File: src/rtl/amc_pkg.sv
// Shared types for the asynchronous memory cycle generator.
// Assumes: strobe indices are fixed as listed; the top orders its strobe
// arrays the same way.
package amc_pkg;
    typedef enum logic [1:0] {
        ST_IDLE   = 2'd0,
        ST_ACTIVE = 2'd1,
        ST_GAP    = 2'd2
    } amc_state_e;

    localparam int NUM_STROBES = 4;
    localparam int STB_SEL  = 0;
    localparam int STB_ALAT = 1;
    localparam int STB_RD   = 2;
    localparam int STB_WR   = 3;
endpackage

File: src/rtl/amc_strobe_win.sv
// One strobe window: active while enabled and on <= tick < off.
// Assumes: tick, on and off share the same width; off <= on gives no window.
module amc_strobe_win #(
    parameter int TW = 5
) (
    input  logic          en,
    input  logic [TW-1:0] tick,
    input  logic [TW-1:0] t_on,
    input  logic [TW-1:0] t_off,
    output logic          act
);
    // window compare against the shared tick counter
    assign act = en && (tick >= t_on) && (tick < t_off);
endmodule

File: src/rtl/amc_sequencer.sv
// Cycle sequencer: idle -> active ticks -> optional idle gap -> done.
// Assumes: len and gap are stable from the cycle after start (snapshot in top);
// a length of zero ends after one tick.
module amc_sequencer
    import amc_pkg::*;
#(
    parameter int TW = 5
) (
    input  logic          clk,
    input  logic          rst_n,
    input  logic          start,
    input  logic [TW-1:0] len,
    input  logic [TW:0]   gap,
    output amc_state_e    state,
    output logic [TW-1:0] tick,
    output logic          done
);
    localparam logic [TW:0]   ONE_W = (TW+1)'(1);
    localparam logic [TW-1:0] ONE_T = TW'(1);

    logic [TW:0] gcnt;
    logic        last_tick;

    // last active tick reached when tick+1 >= len (len 0 acts as 1)
    assign last_tick = ({1'b0, tick} + ONE_W) >= {1'b0, len};

    // state, tick counter, gap counter and done pulse
    always_ff @(posedge clk) begin
        if (!rst_n) begin
            state <= ST_IDLE;
            tick  <= '0;
            gcnt  <= '0;
            done  <= 1'b0;
        end else begin
            done <= 1'b0;
            case (state)
                ST_IDLE: begin
                    if (start) begin
                        state <= ST_ACTIVE;
                        tick  <= '0;
                    end
                end
                ST_ACTIVE: begin
                    if (last_tick) begin
                        tick <= '0;
                        gcnt <= '0;
                        if (gap == '0) begin
                            state <= ST_IDLE;
                            done  <= 1'b1;
                        end else begin
                            state <= ST_GAP;
                        end
                    end else begin
                        tick <= tick + ONE_T;
                    end
                end
                ST_GAP: begin
                    if (gcnt == gap - ONE_W) begin
                        state <= ST_IDLE;
                        done  <= 1'b1;
                    end else begin
                        gcnt <= gcnt + ONE_W;
                    end
                end
                default: state <= ST_IDLE;
            endcase
        end
    end

    // done lasts exactly one clock
    assert_done_pulse_R3: assert property (@(posedge clk) disable iff (!rst_n)
        done |=> !done);

    // tick never passes the snapshot length (zero length gives tick 0 only)
    assert_tick_bound_R3: assert property (@(posedge clk) disable iff (!rst_n)
        (state == ST_ACTIVE) |-> ((tick < len) || (tick == '0)));

    // a gap is entered only when one was requested
    assert_gap_nonzero_R4: assert property (@(posedge clk) disable iff (!rst_n)
        (state == ST_GAP) |-> (gap != '0));

    // a start outside idle never restarts the counter
    assert_no_restart_R9: assert property (@(posedge clk) disable iff (!rst_n)
        ((state == ST_ACTIVE) && !last_tick) |=> ((state == ST_ACTIVE) && (tick == $past(tick) + ONE_T)));
endmodule

File: src/rtl/amc_bus_path.sv
// Bus datapath: selects address or write data for the shared bus and
// captures read data at the sample tick.
// Assumes: ADDR_W <= DATA_W; DATA_W is even (8-bit mode keeps the low half).
module amc_bus_path #(
    parameter int TW     = 5,
    parameter int ADDR_W = 8,
    parameter int DATA_W = 16
) (
    input  logic              clk,
    input  logic              rst_n,
    input  logic              active,
    input  logic              is_wr,
    input  logic              mux,
    input  logic              x16,
    input  logic [TW-1:0]     tick,
    input  logic [TW-1:0]     t_addr_end_rd,
    input  logic [TW-1:0]     t_wdata,
    input  logic [TW-1:0]     t_sample,
    input  logic [ADDR_W-1:0] addr,
    input  logic [DATA_W-1:0] wdata,
    input  logic [DATA_W-1:0] bus_in,
    output logic [DATA_W-1:0] bus_out,
    output logic              bus_oe,
    output logic [DATA_W-1:0] rd_data
);
    localparam int HALF = DATA_W / 2;

    logic [DATA_W-1:0] addr_bus;
    logic [DATA_W-1:0] wdata_fit;
    logic [DATA_W-1:0] rdata_fit;
    logic              addr_phase;

    // zero-extend the device address onto the bus width
    always_comb begin
        addr_bus = '0;
        addr_bus[ADDR_W-1:0] = addr;
    end

    // narrow the write data and the captured data in 8-bit mode
    assign wdata_fit = x16 ? wdata  : {{(DATA_W-HALF){1'b0}}, wdata[HALF-1:0]};
    assign rdata_fit = x16 ? bus_in : {{(DATA_W-HALF){1'b0}}, bus_in[HALF-1:0]};

    // multiplexed address phase ends at the write-data or read-release tick
    assign addr_phase = mux && (is_wr ? (tick < t_wdata) : (tick < t_addr_end_rd));

    // bus drive selection
    always_comb begin
        bus_oe  = 1'b0;
        bus_out = '0;
        if (active) begin
            if (addr_phase) begin
                bus_oe  = 1'b1;
                bus_out = addr_bus;
            end else if (is_wr) begin
                bus_oe  = 1'b1;
                bus_out = wdata_fit;
            end
        end
    end

    // read capture at the edge that ends the sample tick
    always_ff @(posedge clk) begin
        if (!rst_n) begin
            rd_data <= '0;
        end else if (active && !is_wr && (tick == t_sample)) begin
            rd_data <= rdata_fit;
        end
    end

    // read data changes only after a cycle of an active read
    assert_rd_hold_R5: assert property (@(posedge clk) disable iff (!rst_n)
        !$stable(rd_data) |-> $past(active && !is_wr));

    // the bus is never driven during a non-multiplexed read
    assert_nonmux_read_R7: assert property (@(posedge clk) disable iff (!rst_n)
        (active && !mux && !is_wr) |-> !bus_oe);
endmodule

File: src/rtl/amc_cycle_gen.sv
// Asynchronous memory cycle timing generator (top).
// Accepts one request while idle, snapshots timing and request, then runs
// strobes, bus drive and read capture from a single tick counter.
// Assumes: ADDR_W <= DATA_W; configuration ports may change at any time.
module amc_cycle_gen
    import amc_pkg::*;
#(
    parameter int TW     = 5,
    parameter int ADDR_W = 8,
    parameter int DATA_W = 16
) (
    input  logic              clk,
    input  logic              rst_n,
    input  logic              req_valid,
    input  logic              req_write,
    input  logic [ADDR_W-1:0] req_addr,
    input  logic [DATA_W-1:0] req_wdata,
    input  logic [TW-1:0]     t_sel_on,
    input  logic [TW-1:0]     t_sel_off_rd,
    input  logic [TW-1:0]     t_sel_off_wr,
    input  logic [TW-1:0]     t_alat_on,
    input  logic [TW-1:0]     t_alat_off_rd,
    input  logic [TW-1:0]     t_alat_off_wr,
    input  logic [TW-1:0]     t_rd_on,
    input  logic [TW-1:0]     t_rd_off,
    input  logic [TW-1:0]     t_wr_on,
    input  logic [TW-1:0]     t_wr_off,
    input  logic [TW-1:0]     t_len_rd,
    input  logic [TW-1:0]     t_len_wr,
    input  logic [TW-1:0]     t_sample,
    input  logic [TW-1:0]     t_wdata,
    input  logic [TW-1:0]     t_turn,
    input  logic [TW-1:0]     t_c2c,
    input  logic              mode_mux,
    input  logic              mode_x16,
    input  logic [DATA_W-1:0] bus_in,
    output logic              busy,
    output logic              done,
    output logic              sel_n,
    output logic              alat_n,
    output logic              rd_n,
    output logic              wr_n,
    output logic [ADDR_W-1:0] dev_addr,
    output logic [DATA_W-1:0] bus_out,
    output logic              bus_oe,
    output logic [DATA_W-1:0] rd_data
);
    amc_state_e        state;
    logic [TW-1:0]     tick;
    logic              start;
    logic              active;

    logic              wr_q, mux_q, x16_q;
    logic [ADDR_W-1:0] addr_q;
    logic [DATA_W-1:0] wdata_q;
    logic [TW-1:0]     sel_on_q, sel_off_q, alat_on_q, alat_off_q, alat_off_rd_q;
    logic [TW-1:0]     rd_on_q, rd_off_q, wr_on_q, wr_off_q;
    logic [TW-1:0]     len_q, sample_q, wdat_q;
    logic [TW:0]       gap_q;

    logic [TW-1:0]     on_v  [NUM_STROBES];
    logic [TW-1:0]     off_v [NUM_STROBES];
    logic              en_v  [NUM_STROBES];
    logic              act_v [NUM_STROBES];

    assign start  = req_valid && (state == ST_IDLE);
    assign active = (state == ST_ACTIVE);
    assign busy   = (state != ST_IDLE);

    // snapshot of request and configuration at acceptance
    always_ff @(posedge clk) begin
        if (!rst_n) begin
            wr_q <= 1'b0; mux_q <= 1'b0; x16_q <= 1'b0;
            addr_q <= '0; wdata_q <= '0;
            sel_on_q <= '0; sel_off_q <= '0; alat_on_q <= '0; alat_off_q <= '0;
            alat_off_rd_q <= '0;
            rd_on_q <= '0; rd_off_q <= '0; wr_on_q <= '0; wr_off_q <= '0;
            len_q <= '0; sample_q <= '0; wdat_q <= '0; gap_q <= '0;
        end else if (start) begin
            wr_q          <= req_write;
            mux_q         <= mode_mux;
            x16_q         <= mode_x16;
            addr_q        <= mode_x16 ? (req_addr >> 1) : req_addr;
            wdata_q       <= req_wdata;
            sel_on_q      <= t_sel_on;
            sel_off_q     <= req_write ? t_sel_off_wr : t_sel_off_rd;
            alat_on_q     <= t_alat_on;
            alat_off_q    <= req_write ? t_alat_off_wr : t_alat_off_rd;
            alat_off_rd_q <= t_alat_off_rd;
            rd_on_q       <= t_rd_on;
            rd_off_q      <= t_rd_off;
            wr_on_q       <= t_wr_on;
            wr_off_q      <= t_wr_off;
            len_q         <= req_write ? t_len_wr : t_len_rd;
            sample_q      <= t_sample;
            wdat_q        <= t_wdata;
            gap_q         <= {1'b0, t_c2c} + (req_write ? '0 : {1'b0, t_turn});
        end
    end

    amc_sequencer #(.TW(TW)) u_seq (
        .clk   (clk),
        .rst_n (rst_n),
        .start (start),
        .len   (len_q),
        .gap   (gap_q),
        .state (state),
        .tick  (tick),
        .done  (done)
    );

    // strobe window settings in package order
    assign on_v[STB_SEL]   = sel_on_q;  assign off_v[STB_SEL]  = sel_off_q;  assign en_v[STB_SEL]  = active;
    assign on_v[STB_ALAT]  = alat_on_q; assign off_v[STB_ALAT] = alat_off_q; assign en_v[STB_ALAT] = active;
    assign on_v[STB_RD]    = rd_on_q;   assign off_v[STB_RD]   = rd_off_q;   assign en_v[STB_RD]   = active && !wr_q;
    assign on_v[STB_WR]    = wr_on_q;   assign off_v[STB_WR]   = wr_off_q;   assign en_v[STB_WR]   = active && wr_q;

    for (genvar g = 0; g < NUM_STROBES; g++) begin : g_stb
        amc_strobe_win #(.TW(TW)) u_win (
            .en    (en_v[g]),
            .tick  (tick),
            .t_on  (on_v[g]),
            .t_off (off_v[g]),
            .act   (act_v[g])
        );
    end

    assign sel_n    = !act_v[STB_SEL];
    assign alat_n   = !act_v[STB_ALAT];
    assign rd_n     = !act_v[STB_RD];
    assign wr_n     = !act_v[STB_WR];
    assign dev_addr = active ? addr_q : '0;

    amc_bus_path #(.TW(TW), .ADDR_W(ADDR_W), .DATA_W(DATA_W)) u_bus (
        .clk           (clk),
        .rst_n         (rst_n),
        .active        (active),
        .is_wr         (wr_q),
        .mux           (mux_q),
        .x16           (x16_q),
        .tick          (tick),
        .t_addr_end_rd (alat_off_rd_q),
        .t_wdata       (wdat_q),
        .t_sample      (sample_q),
        .addr          (addr_q),
        .wdata         (wdata_q),
        .bus_in        (bus_in),
        .bus_out       (bus_out),
        .bus_oe        (bus_oe),
        .rd_data       (rd_data)
    );

    // read and write enables never overlap
    assert_rd_wr_excl_R1: assert property (@(posedge clk) disable iff (!rst_n)
        !(!rd_n && !wr_n));

    // all strobes stay high and the bus is quiet while idle
    assert_idle_quiet_R11: assert property (@(posedge clk) disable iff (!rst_n)
        !busy |-> (sel_n && alat_n && rd_n && wr_n && !bus_oe));

    // the device address holds through an access
    assert_addr_stable_R10: assert property (@(posedge clk) disable iff (!rst_n)
        (active && $past(active)) |-> $stable(dev_addr));

    // done is followed by an idle cycle at the ports
    assert_done_idle_R3: assert property (@(posedge clk) disable iff (!rst_n)
        done |-> !busy);
endmodule

File: config.mk
export PLATFORM = sky130hd
export DESIGN_NAME = amc_cycle_gen
export DESIGN_NICKNAME = d
export VERILOG_FILES = /design/src/rtl/amc_pkg.sv /design/src/rtl/amc_strobe_win.sv /design/src/rtl/amc_sequencer.sv /design/src/rtl/amc_bus_path.sv /design/src/rtl/amc_cycle_gen.sv
export SDC_FILE = /design/constraint.sdc
export NUM_CORES = 1
export LEC_CHECK = 0
export BUFFER_PORTS_ARGS = -buffer_cell sky130_fd_sc_hd__buf_2
export CAP_MARGIN = 20
export CORE_MARGIN = 2
export CORE_UTILIZATION = 54
export CTS_CLUSTER_SIZE = 10
export DETAILED_ROUTE_END_ITERATION = 16
export PLACE_DENSITY = 0.87
export SYNTH_ARGS = -nofsm -noshare
export SYNTH_HDL_FRONTEND = slang
export SYNTH_HIERARCHICAL = 1
export SYNTH_SLANG_ARGS = --single-unit
File: constraint.sdc
create_clock -name clk -period 3.2 [get_ports clk]
set_input_delay 0.16 -clock clk [delete_from_list [all_inputs] [get_ports clk]]
set_output_delay 0.16 -clock clk [all_outputs]
set_load 0.005 [all_outputs]
After elaboration in Yosys (flattened, before gate mapping)
Index checks and enable logic that the tools add are counted.

Add/subtract/negate cells: 5. $lt $le $gt $ge: 11. Equality and inequality tests: 8. Multiplexer cells: 30. Reductions and logical operators: 26.

Operators by type and width (number): two-way mux 16 bit (5); < comparator 5 bit (6); two-way mux 5 bit (6); >= comparator 5 bit (4); two-way mux 8 bit (2); logical AND 1 bit (13); two-way mux 6 bit (2); case mux 6 bit (2 select lines) (1); case mux 5 bit (2 select lines) (1); two-way mux 2 bit (4); two-way mux 1 bit (7); adder 5 x 1 -> 6 bit (second input constant) (1); adder 5 x 5 -> 6 bit (1); adder 6 x 1 -> 6 bit (second input constant) (1); == test 6 bit (1); >= comparator 6 x 5 -> 1 bit (1); logical NOT 6 bit (1); case mux 2 bit (3 select lines) (1); AND reduction 3 bit (2); nonzero test 2 bit (3); subtractor 6 x 1 -> 6 bit (second input constant) (1); adder 5 x 1 -> 5 bit (second input constant) (1); == test 5 bit (1); logical NOT 1 bit (5); other kinds (7) (9).

Register bits: 123. Bits of input ports: 126. Output and inout port bits: 47.

Depth between registers and ports, before layout
Gate-level depths: netlist of the first run.

Word-level depth: 5. Depth in mapped cells: 9. Mapped depth without buffers: 9.

By module
Netlist of the first run, hierarchy kept.

By module, submodules not included: amc_cycle_gen (times used 1, cells each 446, area an instance 3754.9 sq um, seq. area each 1861.8 sq um); amc_bus_path (times used 1, cells each 137, area an instance 1158.6 sq um, seq. area each 320.3 sq um); amc_sequencer (times used 1, cells each 135, area an instance 1112.3 sq um, seq. area each 280.3 sq um); amc_strobe_win (times used 4, cells each 32, area an instance 232.7 sq um, seq. area each 0.0 sq um).

Least setup slack after synthesis of the first run
OpenSTA, ideal clock, no wires.

Path type: register -> register. From: reg u_seq.tick[1]. To: reg u_seq.gcnt[5]. Arrival time: 2288 ps. Data required time: 3124 ps. Slack: 836 ps. Stages on the path, launching flop included: 9. Buffers on the path: 0. Path through: dfxtp_1 ha_1 nand3_1 xnor2_1 ha_1 inv_1 o21ai_0 nand4_1 o22ai_1.

Word-level cells in the longest chain between the ends: 4.

Ends and longest elaborated chain: start, declared (line amc_sequencer.sv:15) `output logic [TW-1:0] tick,`; start signal, assigned (line amc_sequencer.sv:54) `tick <= tick + ONE_T;`; adder 5 x 1 -> 6 bit (line amc_sequencer.sv:25) `assign last_tick = ({1'b0, tick} + ONE_W) >= {1'b0, len};`; >= comparator 6 x 5 -> 1 bit (line amc_sequencer.sv:25); != test 2 x 1 -> 1 bit (no line); AND reduction 3 bit (no line); end signal, assigned (line amc_sequencer.sv:62) `gcnt <= gcnt + ONE_W;`; end, declared (line amc_sequencer.sv:21) `logic [TW:0] gcnt;`.

No other way between the ends. A chain may end at the register's enable or synchronous reset.

Worst setup path in the final report of the first run
From: reg u_seq.tick[2]. To: out bus_out[10].

Word-level cells in the longest chain between the ends: 5. Elaborated cells between the ends (all ways): 6. Those cells by class: order compare (2); mux (3); reduce/logical (1).

Ends and longest elaborated chain: < comparator 5 bit (line amc_bus_path.sv:44) `assign addr_phase = mux && (is_wr ? (tick < t_wdata) : (tick < t_addr_end_rd));`; two-way mux 1 bit (*) (line amc_bus_path.sv:44); logical AND 1 bit (*) (line amc_bus_path.sv:44); two-way mux 16 bit (*) (line amc_bus_path.sv:51) `if (addr_phase) begin`; two-way mux 16 bit (*) (line amc_bus_path.sv:50) `if (active) begin`; end, declared (line amc_cycle_gen.sv:44) `output logic [DATA_W-1:0] bus_out,`.

Mark *: on every way between the ends. The rest lies on a longest branch, timed or not.

==> results of run 1 <==
-- layout by cell type (no fill, tap or decap), types with 3 or more instances in the layout --
cell / Yosys / final
nand3_1: 28 / 27
clkbuf_1: 23 / 5
a211oi_1: 19 / 19
nor2_1: 26 / 26
xnor2_1: 8 / 8
buf_2: 2 / 172
buf_4: 9 / 14
dfxtp_1: 123 / 123
nand4_1: 4 / 4
nor2b_4: 4 / 4
o22ai_1: 3 / 3
a21oi_1: 94 / 94
nand3b_1: 10 / 10
a211oi_2: 8 / 8
or3b_2: 3 / 4
inv_1: 61 / 60
mux2i_1: 41 / 41
nand2b_1: 17 / 17
nor2b_1: 18 / 18
and4_1: 9 / 9
a31oi_1: 3 / 3
clkbuf_16: 0 / 17
and3_1: 3 / 3
o21ai_1: 4 / 4
o21ai_0: 9 / 9
and2_1: 13 / 13
dlygate4sd3_1: 0 / 65
xor2_1: 7 / 7
clkinv_2: 0 / 5
ha_1: 61 / 61
a21boi_1: 8 / 8
nand2_1: 182 / 182
-- worst max-delay path, cell delays in order, from the launching register on --
cell,delay (ns)
dfxtp_1,0.61
ha_1,0.33
a21oi_1,0.12
o21ai_0,0.16
a21oi_1,0.25
nand3_2,0.39
and4_1,0.37
buf_2,0.13
-- path summary, 6_finish.rpt --
path                    to  slack [ns]           from
max reg2reg  u_seq/gcnt[5]        0.77  u_seq/tick[1]
min reg2reg   alat_on_q[1]        0.45   alat_on_q[1]
min            rd_off_q[1]        0.01    t_rd_off[1]
max            bus_out[10]        0.26  u_seq/tick[2]
-- power groups by stage --
stage | clock network [mW] | registers [mW] | logic, mW
after floorplan | 0 | 1.92 | 1.18
after detailed placement | 0 | 1.96 | 1.49
after CTS | 1.76 | 1.94 | 1.57
final | 1.74 | 1.94 | 1.59
after global routing | 1.83 | 1.97 | 1.77
after global placement | 0 | 1.96 | 1.45
-- cell type report --
class,instances,area (sq um),share of cell area
clock buffer,23,458,0.0505
clock inverter,8,71.3,0.00787
inverter,62,238,0.0262
multi-input combinational,617,4010,0.442
sequential,123,2460,0.272
tap,172,215,0.0237
timing repair buffer,251,1620,0.178
-- layer usage --
layer | up-vias | share of wire | global-route usage | wire, microns
met5 | - | 0 | 0 | 0
met4 | 0 | 0.032 | 0.135 | 607
met3 | 53 | 0.053 | 0.0572 | 1000
met2 | 243 | 0.49 | 0.467 | 9220
met1 | 3118 | 0.43 | 0.326 | 8030
li1 | 3334 | - | - | -
-- per-stage QoR --
stage	hold slack (ns)	util
floorplan	0.296	-
global placement	0.400	0.625
detailed placement	0.406	0.625
CTS	0.000731	0.718
global route	0.0106	0.719
finish	0.0107	0.719
-- sequential cells by signal, indices dropped and copies added (netlist names), 2 cells and up --
| signal | count |
|---|---|
| sel_on_q | 5 |
| wr_off_q | 5 |
| wdata_q | 16 |
| addr_q | 8 |
| u_seq/gcnt | 6 |
| alat_off_q | 5 |
| wr_on_q | 5 |
| alat_on_q | 5 |
| rd_on_q | 5 |
| u_seq/state | 2 |
| rd_off_q | 5 |
| u_seq/tick | 5 |
| sel_off_q | 5 |
| len_q | 5 |
| gap_q | 6 |
| sample_q | 5 |
| wdat_q | 5 |
| u_bus/rd_data | 16 |
| alat_off_rd_q | 5 |
-- cell families after synthesis --
logic type,synth area share
AOI/OAI and AO/OA,0.153
and+or+nand+nor,0.232
xor gates and xnor gates,0.0189
muxes,0.0590
DFF,0.354
buffers and inverters,0.0709
adders and majority gates,0.113
-- what timing repair did --
item,4_1_cts,5_1_grt
hold buffers,65,0
resized for setup,0,1
setup endpoints to repair,0,16
endpoints found under the hold margin,65,0
==> metrics.txt, run 1 <==
fraction of power spent switching nets 0.331; Total Routing Usage GR 0.273; Die H 118 microns; Bufs on Longest Clock Path 2; final design area excluding fillers 9070 sq um; antenna violations before repair 0; worst endpoint required time 3.04 ns; count of flip-flops with a built-in enable after synthesis 0; post-synthesis cell type count 58; clock group share of total power 0.330; arrival time at the worst endpoint approximately 2.8 ns; average routed wire per standard cell 15.0 microns; Synth Warn # 6; Hold Fails Final Rpt 0; clock root buffer master clkbuf_16; area share of the largest cell type after synthesis 0.354; DRC marker count from the first detailed-route iteration 476; switching pwr 1.75 mW; antenna diode count 0; floorplan die width 118 microns; async set-or-reset flop fraction in the synthesized netlist 0; Slew Limit Fails 0; Placement Setup Slack 0.512 ns; post-synthesis average cell area 8.22 sq um; TritonCTS Buffers 17; peak ir drop on the vdd network roughly 0.00037 V; filler instances 924; biggest area contributors in the synthesized netlist dfxtp_1, ha_1, nand2_1; overall routed net length 18.9 mm; largest area contributor in the netlist dfxtp_1; transition time at the pin with the least slew margin 0.830 ns; number of buffers inserted by post-CTS setup repair 0; H-tree Lvls 4; area overhead of the layout relative to synthesis 30.3%; outcome finished clean; clock skew 0.00885 ns; Fmax 340 MHz; number of sinks driven by the clock tree 123; part of the power in combinational logic 0.302; total number of nets in the final design 1,260; post-synthesis instance total 846; Worst Hold Class in2reg; sequential fraction of design power 0.368; power density relative to cell area about 580 nW/um^2; fraction of final layout cells sized beyond drive strength 1 0.220; vias in the first global route ~6,600; largest net degree at the start of global routing 72; number of failing setup endpoints in the final timing report 0; netlist area before placement 6960 sq um; Critical Path Sink Type output pin; net count after synthesis 1,034; synth cell count leaders nand2_1, dfxtp_1, a21oi_1; TritonCTS clock tree done; period utilisation layout 0.919; primary flip-flop cell chosen by synthesis mapping dfxtp_1; number of buffers inserted by port buffering about 170; first-pass GRT wire length 30.8 mm; count of state elements after synthesis 123; Max-Slew Margin vs Limit 0.447; die footprint 13,800 sq um; maximum fanout encountered on the critical timing path 16; final std cells w/o fill 1,256; Critical Setup Path Class reg2out; Min-Delay Path Depth 3; area of the core 12,600 sq um; first drt pass iteration count 6; most common cell in the synthesized netlist nand2_1; Leakage 4.07 nW; number of maximum-capacitance violations 0; clock transition time at the flip-flop clock pins of the worst setup and hold paths 0.05 ns; Ports 173; GP Congestion 0.878; vias per cell 5.37; number of cell instances on the worst register-to-register path 9; TNS Setup 0 ns; remaining global-route overflow 0; residual DRC count 0; final critical path time including I/O delays and setup 2.94 ns; routed via count 6,748; setup repair after global routing missed its margin no; category of the worst setup path launch point flop; Internal Pwr Total roughly 3.5 mW; total cell area at the placement stage 7880 sq um; part of the Yosys area used for sequential elements 0.354; ANT nets after route 0; final total power 5.28 mW; post-layout worst setup margin between 0.2 and 0.3 ns; initial cell density of the core 0.551; estimated wirelength of the detail-placed design 11.8 mm; number of placed cells counting well taps 1,160; Clk Latency, worst-skew pair ~0.43 ns; Core Rows 41
Note: power is estimated with default switching activity, not from simulation.
==> inputs of run 2 (changes only) <==
--- a/config.mk
+++ b/config.mk
@@ -12,6 +12,7 @@
 export CTS_CLUSTER_SIZE = 10
 export DETAILED_ROUTE_END_ITERATION = 16
 export PLACE_DENSITY = 0.87
+export REMOVE_ABC_BUFFERS = 1
 export SYNTH_ARGS = -nofsm -noshare
 export SYNTH_HDL_FRONTEND = slang
 export SYNTH_HIERARCHICAL = 1
==> metrics.txt, run 2 (synthesized netlist as in run 1, its figures left out) <==
period utilisation layout 0.900; peak ir drop on the vdd network 0.000519 V; Core Rows 41; worst endpoint required time roughly 3 ns; number of buffers inserted by port buffering 172; fraction of final layout cells sized beyond drive strength 1 0.223; part of the power in combinational logic 0.275; DRC marker count from the first detailed-route iteration 445; number of cell instances on the worst register-to-register path 8; Placement Setup Slack ~0.53 ns; first drt pass iteration count 5; ANT nets after route 0; vias in the first global route around 6,400; antenna diode count 0; clock root buffer master clkbuf_16; Critical Path Sink Type output pin; routed via count 6,584; FF-to-FF End u_seq/gcnt[5]; Critical Setup Path Class reg2out; Hold Fails Final Rpt 0; Reg2Reg Setup Slack 0.52 ns; sequential fraction of design power 0.343; TritonCTS clock tree done; Leakage 4.08 nW; Worst Hold Class in2reg; H-tree Lvls 4; average routed wire per standard cell 14.3 microns; residual DRC count 0; Bufs on Longest Clock Path 2; overall routed net length roughly 18 mm; remaining global-route overflow 0; clock skew 0.00477 ns; vias per cell about 5.3; power density relative to cell area 624 nW/um^2; Die H 118 microns; fraction of power spent switching nets 0.301; antenna violations before repair 0; Max-Slew Margin vs Limit 0.455; reg-to-reg startpoint u_seq/tick[0]; floorplan die width 118 microns; min-delay src t_wdata[3]; Clk Latency, worst-skew pair 0.41 ns; transition time at the pin with the least slew margin 0.817 ns; commonest cells after routing, fill and taps aside nand2_1, buf_2, dfxtp_1; die footprint between 10,000 and 15,000 sq um; TNS Setup 0 ns; number of sinks driven by the clock tree 123; clock transition time at the flip-flop clock pins of the worst setup and hold paths 0.05 ns; maximum fanout encountered on the critical timing path 16; Internal Pwr Total roughly 4.0 mW; estimated wirelength of the detail-placed design 11.1 mm; Total Routing Usage GR 0.260; setup repair after global routing missed its margin no; switching pwr 1.71 mW; largest net degree at the start of global routing 83; number of maximum-capacitance violations 0; clock group share of total power 0.383; category of the worst setup path launch point flop; first-pass GRT wire length 29.5 mm; Slew Limit Fails 0; filler instances 961; biggest registers after layout u_bus/rd_data x16, wdata_q x16, addr_q x8; total number of nets in the final design roughly 1,200; initial cell density of the core 0.551; number of failing setup endpoints in the final timing report 0; Ports 173; area of the core 12,600 sq um; TritonCTS Buffers 17; endpoint with the worst hold slack wdat_q[3]; area overhead of the layout relative to synthesis 30.4%; leading cell type in the layout, fill and taps excluded nand2_1; arrival time at the worst endpoint between 2 and 3 ns; Min-Delay Path Depth 3; Fmax around 350 MHz; outcome finished clean; final critical path time including I/O delays and setup 2.88 ns; post-layout worst setup margin 0.320 ns; GP Congestion 0.841
run 2: metal layers:
layer  global-route usage  vias to the layer above  share of wire
met3               0.0547                       24          0.046
li1                     -                     3301              -
met5                    0                        -              0
met1                0.305                     3038           0.43
met2                0.466                      221           0.51
met4               0.0964                        0          0.017
run 2: power groups by stage:
stage                     sequential, mW  combinational (mW)  clock [mW]
final                               1.94                1.56        2.17
after global routing                1.97                1.75        2.27
after CTS                           1.93                1.54        2.19
after detailed placement            1.96                1.48           0
after global placement              1.95                1.44           0
after floorplan                     1.92                1.05           0
run 2: metrics by stage:
stage | hold slack (ns) | instance area, sq um | power (mW) | instances | utilization
6_report | 0.0163 | 9070 | 5.66 | 1242 | 0.719
5_1_grt | 0.00844 | 9070 | 5.99 | 1242 | 0.719
4_1_cts | 0.000292 | 9070 | 5.67 | 1242 | 0.719
3_5_place_dp | 0.407 | 7870 | 3.44 | 1158 | 0.624
3_3_place_gp | 0.401 | 7870 | 3.39 | 1158 | 0.624
2_1_floorplan | 0.282 | 6700 | 2.97 | 802 | -
run 2: cell type report:
type	instances	area, sq um	area share
Multi-Input combinational cell	617	4010	0.442
Sequential cell	123	2460	0.271
Clock buffer	24	482	0.0531
Clock inverter	7	185	0.0204
Inverter	62	238	0.0262
Timing Repair Buffer	237	1480	0.163
Tap cell	172	215	0.0237
run 2: worst max-delay path by stage:
stage	to	from	depth (start not counted)
floorplan	u_seq/tick[2]	u_seq/state[1]	6
global placement	bus_out[12]	u_seq/tick[3]	8
detailed placement	bus_out[11]	u_seq/tick[3]	8
CTS	bus_out[11]	u_seq/tick[3]	8
global route	bus_out[14]	u_seq/tick[4]	7
finish	bus_out[14]	u_seq/tick[3]	8
run 2: critical path, cell delays in order, from the launching register on:
cell and delay (ns):
dfxtp_1 0.56, buf_4 0.25, ha_1 0.24, nand2_1 0.06, nor2_1 0.04, a21oi_1 0.24, nand3_2 0.40, and4_1 0.37
buf_2 0.13
run 2: what timing repair did:
item,CTS,global route
hold buffers,53,0
resized for setup,0,1
buffers inserted,0,0
endpoints found under the setup margin,0,16
hold endpoints to repair,53,0
==> inputs of run 3 (changes only) <==
--- a/config.mk
+++ b/config.mk
@@ -5,10 +5,11 @@
 export SDC_FILE = /design/constraint.sdc
 export NUM_CORES = 1
 export LEC_CHECK = 0
+export ABC_AREA = 1
 export BUFFER_PORTS_ARGS = -buffer_cell sky130_fd_sc_hd__buf_2
 export CAP_MARGIN = 20
 export CORE_MARGIN = 2
-export CORE_UTILIZATION = 54
+export CORE_UTILIZATION = 55
 export CTS_CLUSTER_SIZE = 10
 export DETAILED_ROUTE_END_ITERATION = 16
 export PLACE_DENSITY = 0.87
==> metrics.txt, run 3 <==
outcome finished clean; number of maximum-capacitance violations 0; category of the worst setup path launch point flop; peak ir drop on the vdd network 0.000453 V; residual DRC count 0; TNS Setup 0 ns; H-tree Lvls 4; Placement Setup Slack 0.733 ns; floorplan die width 120 microns; overall routed net length approximately 19 mm; die footprint 14,500 sq um; largest net degree at the start of global routing 99; hold slack final 0.0113 ns; Fmax 365 MHz; Critical Setup Path Class reg2out; first drt pass iteration count 5; post-synthesis instance total 1,138; Slew Limit Fails 0; GP Congestion 0.855; post-synthesis average cell area ~6.5 sq um; filler instances 1,097; power density relative to cell area ~720 nW/um^2; vias per cell slightly above 5; leading cell type in the layout, fill and taps excluded nand2_1; area of the core 13,200 sq um; Ports between 150 and 200; clock skew 0.00669 ns; number of sinks driven by the clock tree approximately 120; TritonCTS clock tree done; netlist area before placement 7440 sq um; clock root buffer master clkbuf_16; async set-or-reset flop fraction in the synthesized netlist 0; biggest area contributors in the synthesized netlist dfxtp_1, nand2_1, ha_1; setup repair after global routing missed its margin no; remaining global-route overflow 0; biggest registers after layout u_bus/rd_data x16, wdata_q x16, addr_q x8; Leakage roughly 4.8 nW; Core Rows 42; number of failing setup endpoints in the final timing report 0; largest area contributor in the netlist dfxtp_1; average routed wire per standard cell roughly 13 microns; post-layout worst setup margin 0.459 ns; initial cell density of the core 0.562; final total power between 6 and 7 mW; TritonCTS Buffers 17; most common cell in the synthesized netlist nand2_1; antenna violations before repair 0; Total Routing Usage GR 0.271; Bufs on Longest Clock Path 2; number of buffers inserted by post-CTS setup repair 0; period utilisation layout 0.857; DRC marker count from the first detailed-route iteration just over 500; Worst Hold Class in2reg; estimated wirelength of the detail-placed design 12.7 mm; area overhead of the layout relative to synthesis 22.6%; maximum fanout encountered on the critical timing path 22; Critical Path Sink Type output pin; commonest cells after routing, fill and taps aside nand2_1, nor2_1, buf_2; arrival time at the worst endpoint 2.58 ns; transition time at the pin with the least slew margin 0.927 ns; synth cell count leaders nand2_1, nor2_1, inv_1; count of state elements after synthesis 123; antenna diode count 0; number of buffers inserted by port buffering 172; vias in the first global route 7,076; final critical path time including I/O delays and setup about 2.7 ns; Hold Fails Final Rpt 0; routed via count 7,690; Synth Warn # 6; ANT nets after route 0; Die H 120 microns; fraction of final layout cells sized beyond drive strength 1 0.186; part of the Yosys area used for sequential elements 0.331; final std cells w/o fill 1,502; area share of the largest cell type after synthesis 0.331; Max-Slew Margin vs Limit 0.382; post-synthesis cell type count 41; total number of nets in the final design 1,502; first-pass GRT wire length between 30 and 40 mm; number of placed cells counting well taps 1,450; Clk Latency, worst-skew pair 0.42 ns; worst endpoint required time between 3 and 4 ns; clock transition time at the flip-flop clock pins of the worst setup and hold paths 0.05 ns; primary flip-flop cell chosen by synthesis mapping dfxtp_1; count of flip-flops with a built-in enable after synthesis 0
[run 3: cell count changes after synthesis, sizes merged, moves of 28 or more]
cell	delta
nand4	+28
nor2	+165
nand2	+99
o21ai	+73
mux2i	-41
inv	+116
[run 3: repair_timing]
| item | 4_1_cts | 5_1_grt |
|---|---|---|
| hold buffers | 21 | 0 |
| gates resized for setup | 0 | 0 |
| hold endpoints to repair | 21 | 0 |
[run 3: cell type report]
type / instances / area, sq um / area share
Multi-Input combinational cell: 787 / 4030 / 0.442
Sequential cell: 123 / 2460 / 0.270
Timing Repair Buffer: 203 / 1150 / 0.126
Inverter: 182 / 686 / 0.0752
Clock buffer: 24 / 482 / 0.0528
Tap cell: 176 / 220 / 0.0241
Clock inverter: 7 / 90.1 / 0.00988
[run 3: path summary, 6_finish.rpt]
check / start / to / slack (ns) / depth (start not counted)
max: u_seq/tick[3] / bus_oe / 0.46 / 9
min: t_sel_on[0] / sel_on_q[0] / 0.01 / 3
max reg2reg: u_seq/tick[1] / u_seq/gcnt[1] / 0.69 / 13
min reg2reg: u_bus/rd_data[9] / u_bus/rd_data[9] / 0.46 / 2
[run 3: critical path, stage by stage (launching register included)]
cell and delay [ns]:
dfxtp_1 0.46, ha_1 0.29, nand2_1 0.09, inv_1 0.04, nand2_1 0.05, nand3_1 0.09, nand2_1 0.14, nand3_2 0.39
a21boi_0 0.43, buf_2 0.18
[run 3: stage by stage]
stage,utilization,area (sq um)
2_1_floorplan,-,7180
3_3_place_gp,0.630,8340
3_5_place_dp,0.630,8340
4_1_cts,0.689,9120
5_1_grt,0.689,9120
6_report,0.689,9120
[run 3: metal layers]
| metal | share of wire | vias to the layer above | global-route usage |
|---|---|---|---|
| li1 | - | 3910 | - |
| met1 | 0.43 | 3427 | 0.335 |
| met2 | 0.47 | 313 | 0.456 |
| met3 | 0.070 | 40 | 0.0665 |
| met4 | 0.024 | 0 | 0.107 |
| met5 | 0 | - | 0 |
[run 3: report_power, final]
part           total (mW)  switching [mW]  internal, mW  leakage [nW]
registers            2.12           0.244          1.88          1.01
logic                2.60            1.70         0.905          3.47
clock network        1.86           0.663          1.20         0.276
total                6.58            2.60          3.98          4.76
[run 3: cells by family (layout without fill, tap and decap cells)]
kind of cell	after synthesis	after routing	synth area share
AOI/OAI and AO/OA	167	167	0.117
xor gates and xnor gates	5	5	0.00589
adders and majority gates	62	62	0.105
buffers and inverters	228	416	0.127
DFF	123	123	0.331
and+or+nand+nor	553	553	0.314
